`config.mk`:
```
export PLATFORM = sky130hd
export DESIGN_NAME = period_track_ctrl
export DESIGN_NICKNAME = d
export VERILOG_FILES = /design/src/rtl/ptc_pkg.sv /design/src/rtl/ptc_control.sv /design/src/rtl/ptc_datapath.sv /design/src/rtl/period_track_ctrl.sv
export SDC_FILE = /design/constraint.sdc
export NUM_CORES = 1
export LEC_CHECK = 0
export BUFFER_PORTS_ARGS = -buffer_cell sky130_fd_sc_hd__buf_2
export CORE_ASPECT_RATIO = 0.5
export CORE_MARGIN = 5
export CORE_UTILIZATION = 60
export DETAILED_ROUTE_END_ITERATION = 6
export PLACE_DENSITY = 0.91
export SYNTH_ARGS = -nofsm -noshare
export SYNTH_HDL_FRONTEND = slang
export SYNTH_SLANG_ARGS = --single-unit
```
`constraint.sdc`:
```
create_clock -name clk -period 12 [get_ports clk]
set_clock_uncertainty 0.1 [all_clocks]
set_input_delay 1.2 -clock clk [delete_from_list [all_inputs] [get_ports clk]]
set_output_delay 1.2 -clock clk [all_outputs]
set_load 0.03 [all_outputs]
```
`src/rtl/ptc_pkg.sv`:
```
package ptc_pkg;

  typedef enum logic [2:0] {
    ST_IDLE,
    ST_START,
    ST_WAIT,
    ST_CALC,
    ST_LOAD
  } ctlState_e;

  typedef struct packed {
    logic capture;
    logic calc;
    logic load;
  } dpStrobe_t;

endpackage

```
`src/rtl/ptc_control.sv`:
```
module ptc_control
  import ptc_pkg::*;
(
  input  logic      clk,
  input  logic      rst_n,
  input  logic      sampleTick,
  input  logic      convDone,
  output logic      convStart,
  output dpStrobe_t strobe
);

  ctlState_e state, stateNext;

  always_comb begin
    stateNext = state;
    unique case (state)
      ST_IDLE:  if (sampleTick) stateNext = ST_START;
      ST_START: stateNext = ST_WAIT;
      ST_WAIT:  if (convDone) stateNext = ST_CALC;
      ST_CALC:  stateNext = ST_LOAD;
      ST_LOAD:  stateNext = ST_IDLE;
      default:  stateNext = ST_IDLE;
    endcase
  end

  always_ff @(posedge clk) begin
    if (!rst_n) state <= ST_IDLE;
    else        state <= stateNext;
  end

  assign convStart      = (state == ST_START);
  assign strobe.capture = (state == ST_WAIT) && convDone;
  assign strobe.calc    = (state == ST_CALC);
  assign strobe.load    = (state == ST_LOAD);


  start_one_cycle_chk: assert property (@(posedge clk) disable iff (!rst_n)
    convStart |=> !convStart);


  start_after_tick_chk: assert property (@(posedge clk) disable iff (!rst_n)
    $rose(convStart) |-> $past(sampleTick));


  strobe_onehot_chk: assert property (@(posedge clk) disable iff (!rst_n)
    $onehot0(strobe));


  capture_then_calc_chk: assert property (@(posedge clk) disable iff (!rst_n)
    strobe.capture |=> strobe.calc);


  calc_then_load_chk: assert property (@(posedge clk) disable iff (!rst_n)
    strobe.calc |=> strobe.load);


  busy_tick_drop_chk: assert property (@(posedge clk) disable iff (!rst_n)
    (sampleTick && (state == ST_WAIT)) |=> !convStart);

endmodule

```
`src/rtl/ptc_datapath.sv`:
```
module ptc_datapath
  import ptc_pkg::*;
#(
  parameter int MEAS_W    = 10,
  parameter int GAIN_W    = 12,
  parameter int GAIN_FRAC = 6,
  parameter int PER_W     = 16,
  parameter int STEP_LIM  = 300
)(
  input  logic              clk,
  input  logic              rst_n,
  input  dpStrobe_t         strobe,
  input  logic [MEAS_W-1:0] convData,
  input  logic [GAIN_W-1:0] gain,
  input  logic [PER_W-1:0]  perMin,
  input  logic [PER_W-1:0]  perMax,
  input  logic [PER_W-1:0]  perInit,
  output logic [PER_W-1:0]  period,
  output logic              periodValid
);

  localparam int ERR_W  = MEAS_W + 1;
  localparam int PROD_W = ERR_W + GAIN_W;
  localparam int STEP_W = $clog2(STEP_LIM + 1) + 1;
  localparam int SUM_W  = PER_W + 2;

  localparam logic signed [ERR_W-1:0]  HALF       = ERR_W'(1) <<< (MEAS_W - 1);
  localparam logic signed [PROD_W-1:0] ROUND_BIAS = PROD_W'((1 << GAIN_FRAC) - 1);
  localparam logic signed [PROD_W-1:0] STEP_HI    = PROD_W'(STEP_LIM);
  localparam logic signed [PROD_W-1:0] STEP_LO    = -PROD_W'(STEP_LIM);

  logic signed [ERR_W-1:0]  errReg;
  logic signed [PROD_W-1:0] prodFull, prodBiased, quot;
  logic signed [STEP_W-1:0] stepSat, stepReg;
  logic signed [SUM_W-1:0]  sumWide, minWide, maxWide;
  logic [PER_W-1:0]         perClamped;

  // error about the quadrature point
  always_ff @(posedge clk) begin
    if (!rst_n)              errReg <= '0;
    else if (strobe.capture) errReg <= $signed({1'b0, convData}) - HALF;
  end

  // gain product, truncation toward zero, saturation
  assign prodFull   = $signed({{GAIN_W{errReg[ERR_W-1]}}, errReg}
                            * {{ERR_W{gain[GAIN_W-1]}}, gain});
  assign prodBiased = prodFull + ((prodFull < 0) ? ROUND_BIAS : '0);
  assign quot       = prodBiased >>> GAIN_FRAC;

  always_comb begin
    if (quot > STEP_HI)      stepSat = STEP_W'(STEP_LIM);
    else if (quot < STEP_LO) stepSat = -STEP_W'(STEP_LIM);
    else                     stepSat = quot[STEP_W-1:0];
  end

  always_ff @(posedge clk) begin
    if (!rst_n)           stepReg <= '0;
    else if (strobe.calc) stepReg <= stepSat;
  end

  // integrate and clamp
  assign sumWide = $signed({2'b00, period})
                 + $signed({{(SUM_W-STEP_W){stepReg[STEP_W-1]}}, stepReg});
  assign minWide = $signed({2'b00, perMin});
  assign maxWide = $signed({2'b00, perMax});

  always_comb begin
    if (sumWide < minWide)      perClamped = perMin;
    else if (sumWide > maxWide) perClamped = perMax;
    else                        perClamped = sumWide[PER_W-1:0];
  end

  always_ff @(posedge clk) begin
    if (!rst_n) begin
      period      <= perInit;
      periodValid <= 1'b0;
    end else begin
      periodValid <= strobe.load;
      if (strobe.load) period <= perClamped;
    end
  end


  step_bound_chk: assert property (@(posedge clk) disable iff (!rst_n)
    (stepReg <= STEP_W'(STEP_LIM)) && (stepReg >= -STEP_W'(STEP_LIM)));


  zero_err_step_chk: assert property (@(posedge clk) disable iff (!rst_n)
    (strobe.calc && (errReg == '0)) |=> (stepReg == '0));


  clamp_range_chk: assert property (@(posedge clk) disable iff (!rst_n)
    strobe.load |=> ((period >= $past(perMin)) && (period <= $past(perMax))));


  period_hold_chk: assert property (@(posedge clk) disable iff (!rst_n)
    !strobe.load |=> $stable(period));

endmodule

```
`src/rtl/period_track_ctrl.sv`:
```
module period_track_ctrl
  import ptc_pkg::*;
#(
  parameter int MEAS_W    = 10,
  parameter int GAIN_W    = 12,
  parameter int GAIN_FRAC = 6,
  parameter int PER_W     = 16,
  parameter int STEP_LIM  = 300
)(
  input  logic              clk,
  input  logic              rst_n,
  input  logic              sampleTick,
  input  logic              convDone,
  input  logic [MEAS_W-1:0] convData,
  input  logic [GAIN_W-1:0] gain,
  input  logic [PER_W-1:0]  perMin,
  input  logic [PER_W-1:0]  perMax,
  input  logic [PER_W-1:0]  perInit,
  output logic              convStart,
  output logic [PER_W-1:0]  period,
  output logic              periodValid
);

  dpStrobe_t strobe;

  ptc_control u_ctl (
    .clk        (clk),
    .rst_n      (rst_n),
    .sampleTick (sampleTick),
    .convDone   (convDone),
    .convStart  (convStart),
    .strobe     (strobe)
  );

  ptc_datapath #(
    .MEAS_W    (MEAS_W),
    .GAIN_W    (GAIN_W),
    .GAIN_FRAC (GAIN_FRAC),
    .PER_W     (PER_W),
    .STEP_LIM  (STEP_LIM)
  ) u_dp (
    .clk         (clk),
    .rst_n       (rst_n),
    .strobe      (strobe),
    .convData    (convData),
    .gain        (gain),
    .perMin      (perMin),
    .perMax      (perMax),
    .perInit     (perInit),
    .period      (period),
    .periodValid (periodValid)
  );

endmodule

```
== Word-level counts from Yosys, hierarchy flattened ==
Cells that the tools add are included.
Storage, ports and cells
  register bits after elaboration: 41
  bits of input ports: 74
  word-level logic and storage cells: 34
Cells by class
  $add $sub $neg: 3
  $mul: 1
  magnitude comparators: 5
  equal/unequal tests: 7
  mux-type cells: 10
  reduce and logical (&&, ||, !) cells: 3
Operators with widths (number)
  2-to-1 mux 16 bit: 4
  adder 23 x 6 -> 23 bit: 1
  < comparator 23 x 1 -> 1 bit, second input constant: 1
  multiplier 11 x 12 -> 23 bit: 1
  2-to-1 mux 10 bit: 2
  adder 17 x 10 -> 18 bit: 1
  greater-than comparator 18 x 17 -> 1 bit: 1
  < comparator 18 x 17 -> 1 bit: 1
  greater-than comparator 17 x 10 -> 1 bit, second input constant: 1
  < comparator 17 x 10 -> 1 bit, second input constant: 1
  case mux 3 bit (4 select lines): 1
  subtractor 10 x 10 -> 11 bit, second input constant: 1
  == test 3 x 2 -> 1 bit, second input constant: 2
  2-to-1 mux 3 bit: 2
  2-to-1 mux 6 bit: 1
  inequality test 2 bit, second input constant: 2
  == test 3 x 1 -> 1 bit, second input constant: 1
  == test 3 bit, second input constant: 1
  zero test 3 bit: 1
  inequality test 2 x 1 -> 1 bit, second input constant: 1
  AND reduction 2 bit: 1
  logical AND 1 bit: 1

== Depth between registers and ports, before layout ==
  depth after elaboration: 7
  gate-level depth with buffers: 32
  gate-level depth less buffers: 31

== Modules after synthesis ==
Synthesis repeated with hierarchy kept, for this count alone.
Unflattened totals
  cells, all modules: 1075
  area, all modules: 9252.6 um^2
Modules (own cells, without submodules)
  ptc_datapath: times used 1, cells an instance 1061, area each 9106.2 um^2
  ptc_control: times used 1, cells an instance 14, area each 146.4 um^2

== Worst setup path after synthesis ==
OpenSTA, ideal clock, no wires.
  path kind: input port to flip-flop
  start: in gain[11]
  end: reg u_dp.stepReg[2]
  setup time: 0.074 ns
  data arrival time: 8.456 ns
  slack: 3.370 ns
  stages: 29
  cell sequence: clkbuf_1 nand2_1 fa_1 inv_1 fa_1 fa_1 fa_1 inv_1 fa_1 inv_1 ha_1 and3_1 nand2_1 a2111oi_4 nor2_2 o31ai_1 xnor2_1 clkinv_1 ha_1 a211o_1 a21oi_1 nand2b_1 nor4_1 and4_1 a21boi_2 nand2_1 or3_1 a21boi_0 a31oi_1
On the way
  word-level cells in the longest chain between the ends: 7
  elaborated cells between the ends (all ways): 8
  classes of those cells: add/sub (1); mul (1); order compare (3); mux (3)
RTL lines
  start, declared: line period_track_ctrl.sv:15  | input logic [GAIN_W-1:0] gain,
  multiplier 11 x 12 -> 23 bit *: line ptc_datapath.sv:46  | * {{ERR_W{gain[GAIN_W-1]}}, gain});
  < comparator 23 x 1 -> 1 bit: line ptc_datapath.sv:47  | assign prodBiased = prodFull + ((prodFull < 0) ? ROUND_BIAS : '0);
  2-to-1 mux 6 bit: line ptc_datapath.sv:47
  adder 23 x 6 -> 23 bit *: line ptc_datapath.sv:47
  < comparator 17 x 10 -> 1 bit: line ptc_datapath.sv:52  | else if (quot < STEP_LO) stepSat = -STEP_W'(STEP_LIM);
  2-to-1 mux 10 bit: line ptc_datapath.sv:52
  2-to-1 mux 10 bit *: line ptc_datapath.sv:51  | if (quot > STEP_HI) stepSat = STEP_W'(STEP_LIM);
  end signal, assigned: line ptc_datapath.sv:58  | else if (strobe.calc) stepReg <= stepSat;
  end, declared: line ptc_datapath.sv:34  | logic signed [STEP_W-1:0] stepSat, stepReg;
Every way passes the cells marked *; elsewhere a longest branch is shown, timed or not.
A chain may end at the register's enable or synchronous reset.

== Final worst setup path ==
  start: in gain[11]
  end: reg u_dp.stepReg[1]
Same word-level chain as after synthesis.

==> run summary <==
Post-CTS Resized = 0
Final core utilization = 65.52%
DRC viols = 0
Drt first pass iters = 6
CTS Buf Count = 5
Vias in the first global route = 8241
Post-synth cell types = 71
Initial antenna violation count = 0
Clk pin slew, worst setup/hold paths = 0.05 ns
Via density per instance = 5.944
Met1 Wirelength = 9107 um
RSZ-0062 raised after global routing = no
Die area = 0.01815 mm^2
Final Critical Period = 9.971 ns
TritonCTS Sinks = 40
Sequential area share after synthesis = 10.39%
Clock buffer depth = 2
Cells after Synth = 1092
Die Ht = 97.81 um
H-tree Lvls = 2
Mapped Nets = 1392
Pins Over Slew Limit = 0
Arr. time, crit path = 10.06 ns
Starting DRT DRC Count = 563
Final WL = 22990 um
Ys Warns = 0
HPWL Detailed = 18520 um
Syn Area/Cell = 8.472 um^2
Via count = 8054
Mapped cell area = 0.009251 mm^2
First-pass GRT wire length = 38500 um
Worst VDD drop = 0.06468 mV
Site Rows = 32
F_max = 100.3 MHz
LEAKAGE = 5.074 nW
Period utilisation layout = 83.09%
Total chip power = 0.7617 mW
Power per cell area = 76.21 mW/mm^2
Initial cell density of the core = 60.65%
Post-route ant nets = 0
Slew at the pin closest to its max-slew limit = 1.011 ns
Post-synthesis mux area share = 1.745%
Port-buffer cells = 91
Share of post-route cells with drive strength above 1 = 9.904%
Post CTS Setup Buffer Count = 0
Area delta synth->final = 8.034%
Core area = 0.01525 mm^2
Flops & latches, synth = 40
Clk_lat worst skew = 0.29 ns
Reg2reg path depth = 28
CP Launch Type = input port
Max stage delay on crit path = 0.80 ns
Die Wd = 185.6 um
Worst path required time = 12.09 ns
Filler cells = 1176
Endpoints failing hold = 0
Slew headroom = 32.10%
Uppermost routed layer = met4
Primary FF master, synth = dfxtp_1
XOR/XNOR Fraction of Synth Area = 3.787%
Gr usage total = 25.47%
HP Class = register to register
Number of cells on the worst hold path = 2
I/O Pins = 92
Setup crit end kind = register
Layout Nets = 1450
Setup TNS Final = 0 ns
Ys async rst share = 0%
Max cap viols = 0
Metal2 WL = 11250 um
Largest family of logic cells by synthesized area = adder cells
Max FO, Critical Path = 11
Total gr overflow = 0
Outcome = completed
CP most frequent cell = fa_1
Synthesized-area fraction occupied by adder cells = 40.95%
Hold Buf Count CTS = 0
ANT cells = 0
Pin count of the biggest net entering global routing = 55
CTS tree = done
Slowest-stage cell, CP = xnor2_1
# setup viols final = 0
Post-Synth Simple-Gate Area = 17.11%
WL/cell = 16.97 um
Final GP Congestion = 0.9459
Compound-Gate Fraction of Synth Area = 15.65%
Number of synthesized flops with an enable pin = 16
Met3 WL post-DR = 1860 um
CTS root buffer = clkbuf_16
Setup Crit Path Kind = input port to register
## routing by layer
| layer | GRT usage, % | vias to the layer above |
|---|---|---|
| met5 | 0 | - |
| met1 | 32.28 | 3864 |
| li1 | - | 3689 |
| met4 | 8.786 | 0 |
| met3 | 2.828 | 81 |
| met2 | 45.43 | 420 |
## report_power, final
| group | leakage, nW | switching, mW | total (mW) | internal (mW) |
|---|---|---|---|---|
| registers | 0.353 | 0.0147 | 0.171 | 0.156 |
| clock network | 0.0883 | 0.0570 | 0.158 | 0.101 |
| logic | 4.63 | 0.262 | 0.433 | 0.170 |
## critical path: cells and delay by family
family	cells	cell delay, ns
AO/OA/AOI/OAI	7	1.59
XOR/XNOR	1	0.80
adder cells (fa/ha/maj)	7	3.56
buffers and inverters	5	1.00
AND/OR/NAND/NOR	9	1.89
## logic make-up (layout without fill, tap and decap cells)
kind of cell	after synthesis	in the layout
fa+ha+maj	226	226
compound gates	210	210
simple gates	305	305
xor+xnor	40	40
mux	16	16
buf+inv	255	314
flops	40	40
## metrics by stage
step	area, um^2	cells	hold WS (ns)	worst slack, ns
3_3_place_gp	9817	1347	0.3508	2.291
2_1_floorplan	9251	1092	0.3291	3.370
6_report	9995	1355	0.3838	2.029
4_1_cts	9995	1355	0.3866	2.187
3_5_place_dp	9817	1347	0.3691	1.943
5_1_grt	9995	1355	0.4165	1.458
## state kept, by name (all words and copies together) (netlist names)
signal,count
u_dp.errReg,10
u_ctl.state,3
u_dp.period,16
u_dp.stepReg,10
u_dp.periodValid,1
## cell usage after synthesis, drive strengths merged, types with 7 or more instances
library cell,count,share of area (%)
edfxtp,16,5.2
nand2b,9,0.69
a21o,22,1.8
inv,212,8.6
mux2i,15,1.6
nand3,12,0.65
dfxtp,24,5.2
fa,128,28
a21oi,39,2.1
a31oi,19,1.3
o31ai,9,0.78
nor2,41,1.7
nor2b,24,1.6
xnor2,38,3.6
nand2,106,4.3
clkbuf,40,1.6
o21ai,45,2.4
o21a,9,0.73
o21bai,7,0.57
and2,63,4.3
nor3,11,0.72
ha,98,13
a21boi,14,1.2
## final cells by class
| type | count | area (um^2) | share of cell area, % |
|---|---|---|---|
| multi-input cells | 797 | 7331 | 73.35 |
| flip-flops and latches | 40 | 960.9 | 9.614 |
| inverters | 213 | 799.5 | 7.999 |
| repair buffers | 93 | 470.5 | 4.707 |
| well taps | 204 | 255.2 | 2.554 |
| clock buffers | 8 | 177.7 | 1.778 |
## placed cells by master (no fill, tap or decap), types with 15 or more instances in the layout
cell        n
buf_2      91
xnor2_1    38
nand2_1   106
ha_1       98
nor2b_1    24
o21ai_0    40
mux2i_1    15
nor2_1     40
inv_1     212
a21o_1     22
edfxtp_1   16
fa_1      128
a21oi_1    39
a31oi_1    19
and2_1     63
dfxtp_1    24
## final timing paths
kind	slack [ns]	from	endpoint
setup / recovery	2.03	gain[11]	u_dp.stepReg[1]
hold / removal	0.38	u_dp.stepReg[6]	u_dp.stepReg[6]
setup reg to reg	2.32	u_dp.errReg[2]	u_dp.stepReg[1]
hold reg to reg	0.38	u_dp.stepReg[6]	u_dp.stepReg[6]
Note: power is estimated with default switching activity, not from simulation.
